<file path="config.mk">
export PLATFORM = sky130hd
export DESIGN_NAME = adc_frame_seq
export DESIGN_NICKNAME = d
export VERILOG_FILES = /design/src/rtl/adc_seq_pkg.sv /design/src/rtl/adc_seq_timer.sv /design/src/rtl/adc_seq_capture.sv /design/src/rtl/adc_frame_seq.sv
export SDC_FILE = /design/constraint.sdc
export NUM_CORES = 1
export LEC_CHECK = 0
export BUFFER_PORTS_ARGS = -buffer_cell sky130_fd_sc_hd__buf_2
export CAP_MARGIN = 20
export CORE_MARGIN = 2
export CORE_UTILIZATION = 45
export CTS_CLUSTER_DIAMETER = 200
export CTS_CLUSTER_SIZE = 10
export DETAILED_ROUTE_END_ITERATION = 6
export PLACE_DENSITY = 0.67
export SETUP_SLACK_MARGIN = 0.3
export SYNTH_ARGS = -nofsm -noshare
export SYNTH_HDL_FRONTEND = slang
export SYNTH_HIERARCHICAL = 1
export SYNTH_SLANG_ARGS = --single-unit
</file>
<file path="constraint.sdc">
create_clock -name clk -period 3.15 [get_ports clk]
set_clock_uncertainty 0.1 [all_clocks]
set_input_delay 0.4725 -clock clk [delete_from_list [all_inputs] [get_ports clk]]
set_output_delay 0.4725 -clock clk [all_outputs]
set_load 0.005 [all_outputs]
</file>
<file path="src/rtl/adc_seq_pkg.sv">
package adc_seq_pkg;

    typedef enum logic [2:0] {
        S_IDLE  = 3'd0,
        S_RISE  = 3'd1,
        S_SETUP = 3'd2,
        S_FALL  = 3'd3,
        S_CONV  = 3'd4,
        S_RD_LO = 3'd5,
        S_RD_HI = 3'd6
    } seq_state_e;

    // Nanoseconds to clock cycles, rounded up.
    function automatic int cyc_ceil(longint ns, longint cyc_per_us);
        return int'((ns * cyc_per_us + 64'd999) / 64'd1000);
    endfunction

    function automatic int imax(int a, int b);
        return (a > b) ? a : b;
    endfunction

endpackage

</file>
<file path="src/rtl/adc_seq_timer.sv">
module adc_seq_timer #(
    parameter int CNT_W = 16
) (
    input  logic             clk,
    input  logic             rst_n,
    input  logic             load,
    input  logic [CNT_W-1:0] load_val,
    output logic             expired
);
    logic [CNT_W-1:0] cnt_q;

    always_ff @(posedge clk or negedge rst_n) begin
        if (!rst_n)
            cnt_q <= '0;
        else if (load)
            cnt_q <= load_val;
        else if (cnt_q != '0)
            cnt_q <= cnt_q - 1'b1;
    end

    assign expired = (cnt_q == '0);
endmodule

</file>
<file path="src/rtl/adc_seq_capture.sv">
module adc_seq_capture #(
    parameter int DATA_W = 14
) (
    input  logic              clk,
    input  logic              rst_n,
    input  logic              strobe,
    input  logic [DATA_W-1:0] data_in,
    input  logic [1:0]        tag_in,
    output logic              valid_o,
    output logic [DATA_W-1:0] data_o,
    output logic [1:0]        tag_o
);
    always_ff @(posedge clk or negedge rst_n) begin
        if (!rst_n) begin
            valid_o <= 1'b0;
            data_o  <= '0;
            tag_o   <= '0;
        end else begin
            valid_o <= strobe;
            if (strobe) begin
                data_o <= data_in;
                tag_o  <= tag_in;
            end
        end
    end
endmodule

</file>
<file path="src/rtl/adc_frame_seq.sv">
module adc_frame_seq
    import adc_seq_pkg::*;
#(
    parameter int DATA_W       = 14,
    parameter int CYC_PER_US   = 100,
    parameter int RD_LO_CYC    = 2,
    parameter int RD_HI_CYC    = 2,
    parameter int START_LO_CYC = 2
) (
    input  logic              clk,
    input  logic              rst_n,
    input  logic              frame_req_i,
    input  logic              cfg_sleep_i,
    input  logic              cfg_int_ref_i,
    input  logic [1:0]        cfg_pair_en_i,
    input  logic              busy_i,
    input  logic [DATA_W-1:0] adc_data_i,
    output logic              conv_n_o,
    output logic              chsel_o,
    output logic              cs_n_o,
    output logic              rd_n_o,
    output logic              res_valid_o,
    output logic [DATA_W-1:0] res_data_o,
    output logic [1:0]        res_tag_o,
    output logic              frame_done_o,
    output logic              timeout_err_o
);
    localparam int T_CONV     = cyc_ceil(5200, CYC_PER_US);
    localparam int T_TIMEOUT  = 2 * T_CONV;
    localparam int T_QUIET    = cyc_ceil(400, CYC_PER_US);
    localparam int T_SETTLE   = cyc_ceil(500, CYC_PER_US);
    localparam int T_WAKE_EXT = cyc_ceil(4800, CYC_PER_US);
    localparam int T_WAKE_INT = cyc_ceil(5000000, CYC_PER_US);
    localparam int T_GAP      = imax(T_SETTLE, T_QUIET);
    localparam int T_LONGEST  = imax(imax(T_WAKE_INT, T_TIMEOUT), T_GAP);
    localparam int CNT_W      = $clog2(T_LONGEST + 1) + 1;

    localparam logic [CNT_W-1:0] LD_GAP   = CNT_W'(T_GAP - 1);
    localparam logic [CNT_W-1:0] LD_WEXT  = CNT_W'(imax(T_WAKE_EXT, T_GAP) - 1);
    localparam logic [CNT_W-1:0] LD_WINT  = CNT_W'(imax(T_WAKE_INT, T_GAP) - 1);
    localparam logic [CNT_W-1:0] LD_START = CNT_W'(START_LO_CYC - 1);
    localparam logic [CNT_W-1:0] LD_TO    = CNT_W'(T_TIMEOUT - 1);
    localparam logic [CNT_W-1:0] LD_RDLO  = CNT_W'(RD_LO_CYC - 1);
    localparam logic [CNT_W-1:0] LD_RDHI  = CNT_W'(RD_HI_CYC - 1);

    seq_state_e       state_q, state_d;
    logic             pair_q, pair_d;
    logic             rd_idx_q, rd_idx_d;
    logic             sleep_q, int_ref_q;
    logic [1:0]       en_q;
    logic             tmr_load, tmr_zero;
    logic [CNT_W-1:0] tmr_val;
    logic             accept, timeout_hit, done_d, capture;

    adc_seq_timer #(.CNT_W(CNT_W)) u_timer (
        .clk      (clk),
        .rst_n    (rst_n),
        .load     (tmr_load),
        .load_val (tmr_val),
        .expired  (tmr_zero)
    );

    adc_seq_capture #(.DATA_W(DATA_W)) u_capture (
        .clk     (clk),
        .rst_n   (rst_n),
        .strobe  (capture),
        .data_in (adc_data_i),
        .tag_in  ({pair_q, rd_idx_q}),
        .valid_o (res_valid_o),
        .data_o  (res_data_o),
        .tag_o   (res_tag_o)
    );

    // Next-state logic
    always_comb begin
        state_d     = state_q;
        pair_d      = pair_q;
        rd_idx_d    = rd_idx_q;
        tmr_load    = 1'b0;
        tmr_val     = '0;
        accept      = 1'b0;
        timeout_hit = 1'b0;
        done_d      = 1'b0;
        capture     = 1'b0;
        unique case (state_q)
            S_IDLE: begin
                if (frame_req_i && (cfg_pair_en_i != 2'b00)) begin
                    accept  = 1'b1;
                    pair_d  = ~cfg_pair_en_i[0];
                    state_d = S_RISE;
                end
            end
            S_RISE: begin
                state_d  = S_SETUP;
                tmr_load = 1'b1;
                if (!sleep_q)
                    tmr_val = LD_GAP;
                else if (int_ref_q)
                    tmr_val = LD_WINT;
                else
                    tmr_val = LD_WEXT;
            end
            S_SETUP: begin
                if (tmr_zero) begin
                    state_d  = S_FALL;
                    tmr_load = 1'b1;
                    tmr_val  = LD_START;
                end
            end
            S_FALL: begin
                if (tmr_zero) begin
                    state_d  = S_CONV;
                    tmr_load = 1'b1;
                    tmr_val  = LD_TO;
                end
            end
            S_CONV: begin
                if (!busy_i) begin
                    state_d  = S_RD_LO;
                    rd_idx_d = 1'b0;
                    tmr_load = 1'b1;
                    tmr_val  = LD_RDLO;
                end else if (tmr_zero) begin
                    state_d     = S_IDLE;
                    timeout_hit = 1'b1;
                end
            end
            S_RD_LO: begin
                if (tmr_zero) begin
                    state_d  = S_RD_HI;
                    capture  = 1'b1;
                    tmr_load = 1'b1;
                    tmr_val  = LD_RDHI;
                end
            end
            S_RD_HI: begin
                if (tmr_zero) begin
                    if (!rd_idx_q) begin
                        state_d  = S_RD_LO;
                        rd_idx_d = 1'b1;
                        tmr_load = 1'b1;
                        tmr_val  = LD_RDLO;
                    end else if (!pair_q && en_q[1]) begin
                        state_d = S_RISE;
                        pair_d  = 1'b1;
                    end else begin
                        state_d = S_IDLE;
                        done_d  = 1'b1;
                    end
                end
            end
            default: state_d = S_IDLE;
        endcase
    end

    // State register
    always_ff @(posedge clk or negedge rst_n) begin
        if (!rst_n) begin
            state_q   <= S_IDLE;
            pair_q    <= 1'b0;
            rd_idx_q  <= 1'b0;
            sleep_q   <= 1'b0;
            int_ref_q <= 1'b0;
            en_q      <= 2'b00;
        end else begin
            state_q  <= state_d;
            pair_q   <= pair_d;
            rd_idx_q <= rd_idx_d;
            if (accept) begin
                sleep_q   <= cfg_sleep_i;
                int_ref_q <= cfg_int_ref_i;
                en_q      <= cfg_pair_en_i;
            end
        end
    end

    // Registered outputs
    always_ff @(posedge clk or negedge rst_n) begin
        if (!rst_n) begin
            conv_n_o      <= 1'b1;
            chsel_o       <= 1'b0;
            cs_n_o        <= 1'b1;
            rd_n_o        <= 1'b1;
            frame_done_o  <= 1'b0;
            timeout_err_o <= 1'b0;
        end else begin
            frame_done_o <= done_d;
            if (accept)
                timeout_err_o <= 1'b0;
            else if (timeout_hit)
                timeout_err_o <= 1'b1;
            if (state_d == S_RISE)
                conv_n_o <= 1'b1;
            else if (state_d == S_FALL)
                conv_n_o <= 1'b0;
            else if (state_q == S_FALL && !sleep_q)
                conv_n_o <= 1'b1;
            if (state_q == S_RISE)
                chsel_o <= pair_q;
            cs_n_o <= !((state_d == S_RD_LO) || (state_d == S_RD_HI));
            rd_n_o <= !(state_d == S_RD_LO);
        end
    end

    // never a low read strobe while the converter is busy
    p_no_read_busy_r4: assert property (@(posedge clk) disable iff (!rst_n)
        !rd_n_o |-> !busy_i);

    // read pulses only inside chip-select
    p_rd_in_cs_r5: assert property (@(posedge clk) disable iff (!rst_n)
        !rd_n_o |-> !cs_n_o);

    // channel select moves only while the strobe is high
    p_chsel_hold_r3: assert property (@(posedge clk) disable iff (!rst_n)
        !$stable(chsel_o) |-> (conv_n_o && $past(conv_n_o)));

    // a result coincides with the rising read line
    p_valid_edge_r6: assert property (@(posedge clk) disable iff (!rst_n)
        res_valid_o |-> $rose(rd_n_o));

    // frame done is a single-cycle pulse
    p_done_pulse_r10: assert property (@(posedge clk) disable iff (!rst_n)
        frame_done_o |=> !frame_done_o);

    // after a timeout the bus stays deselected
    p_err_idle_r9: assert property (@(posedge clk) disable iff (!rst_n)
        timeout_err_o |-> cs_n_o);
endmodule

</file>
==> impl_metrics.json <==
{
  "run_status": "finished, final reports clean",
  "synth_common_cells": "dfrtp_1, nand2_1, nor2_1",
  "synth-edff-count": 0,
  "drive_above_1_share": 0.3762,
  "synth_cell_type_count": 59,
  "leakagePower_nw": 1.518,
  "setup_tns_ns": 0,
  "cts_root_buf": "clkbuf_8",
  "arrival_ns": 2.89,
  "num_rows": 28,
  "whs_ns": 0.06545,
  "cp_num_cells": 9,
  "dr_wl_met2_um": 3050,
  "pre_cts_ws_ns": 0.1614,
  "drc": 0,
  "cts_hold_repair.buffers": 0,
  "ir_drop_v": 0.0002422,
  "yosysSeqAreaShare": 0.4778,
  "initial_utilization": 0.4579,
  "hold_viol_final": 0,
  "antenna_found_initial": 0,
  "async_flop_share": 1.000,
  "grt_max_degree": 29,
  "avgSynthCellArea_um2": 10.80,
  "core_mm2": 0.005851,
  "max_freq_mhz": 357.8,
  "grt_pass1_vias": 2149,
  "final_area_mm2": 0.003302,
  "htree_levels": 2,
  "place.gp.congestion": 0.8728,
  "cp-start-kind": "flop",
  "cp_top_family": "simple AND/OR/NAND/NOR gates",
  "placed_cell_area_mm2": 0.003059,
  "critPathMaxFanout": 8,
  "reg2regPathDepth": 9,
  "worstHoldPathType": "input pin to async pin",
  "die_h_um": 81.16,
  "first_pass_iters": 4,
  "dp.cells": 373,
  "fin_crit_sh": 0.8873,
  "path_clk_slew_ns": 0.11,
  "slew_viol_final": 0,
  "die_w_um": 81.16,
  "max_slew_margin": 0.3644,
  "pin_count": 45,
  "clkSinkCount": 51,
  "io_buffers": 44,
  "cp.required_ns": 3.25,
  "clk_latency_ns": 0.31,
  "grt_pass1_wl_um": 9984,
  "post-synth-top-count-cell": "dfrtp_1",
  "vias": 2143,
  "setup_viol": 0,
  "cts_tree": "done",
  "powerDensity_mw_per_mm2": 496.0,
  "worstPathCellList": "or3_4, or4_4, or2_4, inv_2, buf_6, nand2_2, nor2_4, bufbuf_16, mux2_4",
  "synth_warnings": 6,
  "dr.first_iter.drc_count": 116,
  "top_layer": "met4",
  "detail_route.wl_per_cell_um": 14.96,
  "viasPerCell": 5.439,
  "utilization": 0.5644,
  "num-nets-final": 342,
  "fin_crit_ns": 2.795,
  "ant_nets": 0,
  "ys.flop_type": "dfrtp_1",
  "cpMaxStageDelayCell": "or4_4",
  "area_growth_pct": 23.26,
  "cts_buffers": 5,
  "syn_area_mm2": 0.002679,
  "die_area_mm2": 0.006586,
  "maxCapViolations": 0,
  "met3_length_um": 207,
  "critical_path_class": "flop to flop",
  "antennaDiodeCount": 0,
  "grt_use_total": 0.1915,
  "ys_ff_latch": 51,
  "worst_setup_path_end_kind": "flop",
  "cp.buffers_inverters": 3,
  "rsz0062_at_grt": "yes",
  "fin_ws_ns": 0.3549,
  "synth_top_area_frac": 0.4484,
  "syn-instance-count": 248,
  "clk_path_buf_depth": 2,
  "gr-total-overflow": 0,
  "routed_wl_um": 5896,
  "total_power_mw": 1.638,
  "stdcell_count": 394,
  "hpwl_um": 4076,
  "yosysTopAreaCell": "dfrtp_1",
  "tightestPinTransition_ns": 0.9461,
  "synth.area.top_cells": "dfrtp_1, mux2_4, o31ai_1",
  "max_stage_delay_ns": 0.43,
  "met1Wirelength_um": 2605
}
## final cells by class
type	instances	area (um^2)
Fill cell	520	2549
Clock buffer	5	68.82
Inverter	13	48.80
Clock inverter	3	25.02
Timing Repair Buffer	69	449.2
Sequential cell	51	1280
Tap cell	75	93.84
Multi-Input combinational cell	178	1336
## metal layers
layer | GRT usage | up-vias
met4 | 0.03729 | 0
met3 | 0.03889 | 4
li1 | - | 1036
met1 | 0.2534 | 1052
met2 | 0.3273 | 51
met5 | 0 | -
## worst paths after layout
check | from | to | slack [ns]
setup / recovery | u_timer/cnt_q[17] | u_capture/data_o[9] | 0.35
hold / removal | rst_n | u_capture/tag_o[0] | 0.07
setup reg to reg | u_timer/cnt_q[17] | u_capture/data_o[9] | 0.35
hold reg to reg | chsel_o | chsel_o | 0.41
max in group asynchronous | rst_n | u_timer/cnt_q[7] | 2.12
min in group clk | cfg_pair_en_i[1] | en_q[1] | 0.26
## cell usage in the layout, fill, tap and decap left out, types with 5 or more instances in the layout
master,synthesis,final
buf_4,1,22
o31ai_1,11,11
dfrtp_1,48,48
buf_2,1,44
nand2_1,20,18
mux2_4,10,10
nor4_1,5,5
xor2_1,8,8
clkbuf_8,0,5
mux2_2,7,7
conb_1,1,5
nor2_1,17,15
nor3_1,5,5
inv_1,12,9
nand4_1,5,5
o21ai_0,15,13
## power by group
part	leakage, nW	total [mW]	switching [mW]	internal, mW
combinational	0.829	0.339	0.165	0.174
sequential	0.644	0.897	0.131	0.766
clock	0.0452	0.402	0.239	0.162
## what timing repair did
item | CTS | global route
gates cloned | 1 | 0
setup buffers | 8 | 4
gates resized for setup | 7 | 3
endpoints found under the setup margin | 30 | 18
pin swaps | 3 | 3
hold endpoints to repair | 0 | 0
## state kept, by name, summed over array words and instances (netlist names), 2 cells and up
signal / flops
state_q: 3
u_capture/tag_o: 2
u_capture/data_o: 14
u_timer/cnt_q: 20
## kinds of logic (layout without fill, tap and decap cells)
kind of cell             after synthesis  after routing  share of synthesized area
AO/OA/AOI/OAI                         59             59                     0.1532
XOR/XNOR                              11             11                    0.04297
adder cells (fa/ha/maj)                2              2                   0.009340
buffers and inverters                 23             90                    0.04857
flip-flops                            51             51                     0.4778
multiplexers                          19             19                    0.09388
other                                  1              5                   0.001400
AND/OR/NAND/NOR                       82             82                     0.1728
No activity file was read; power rests on OpenSTA's default activity.
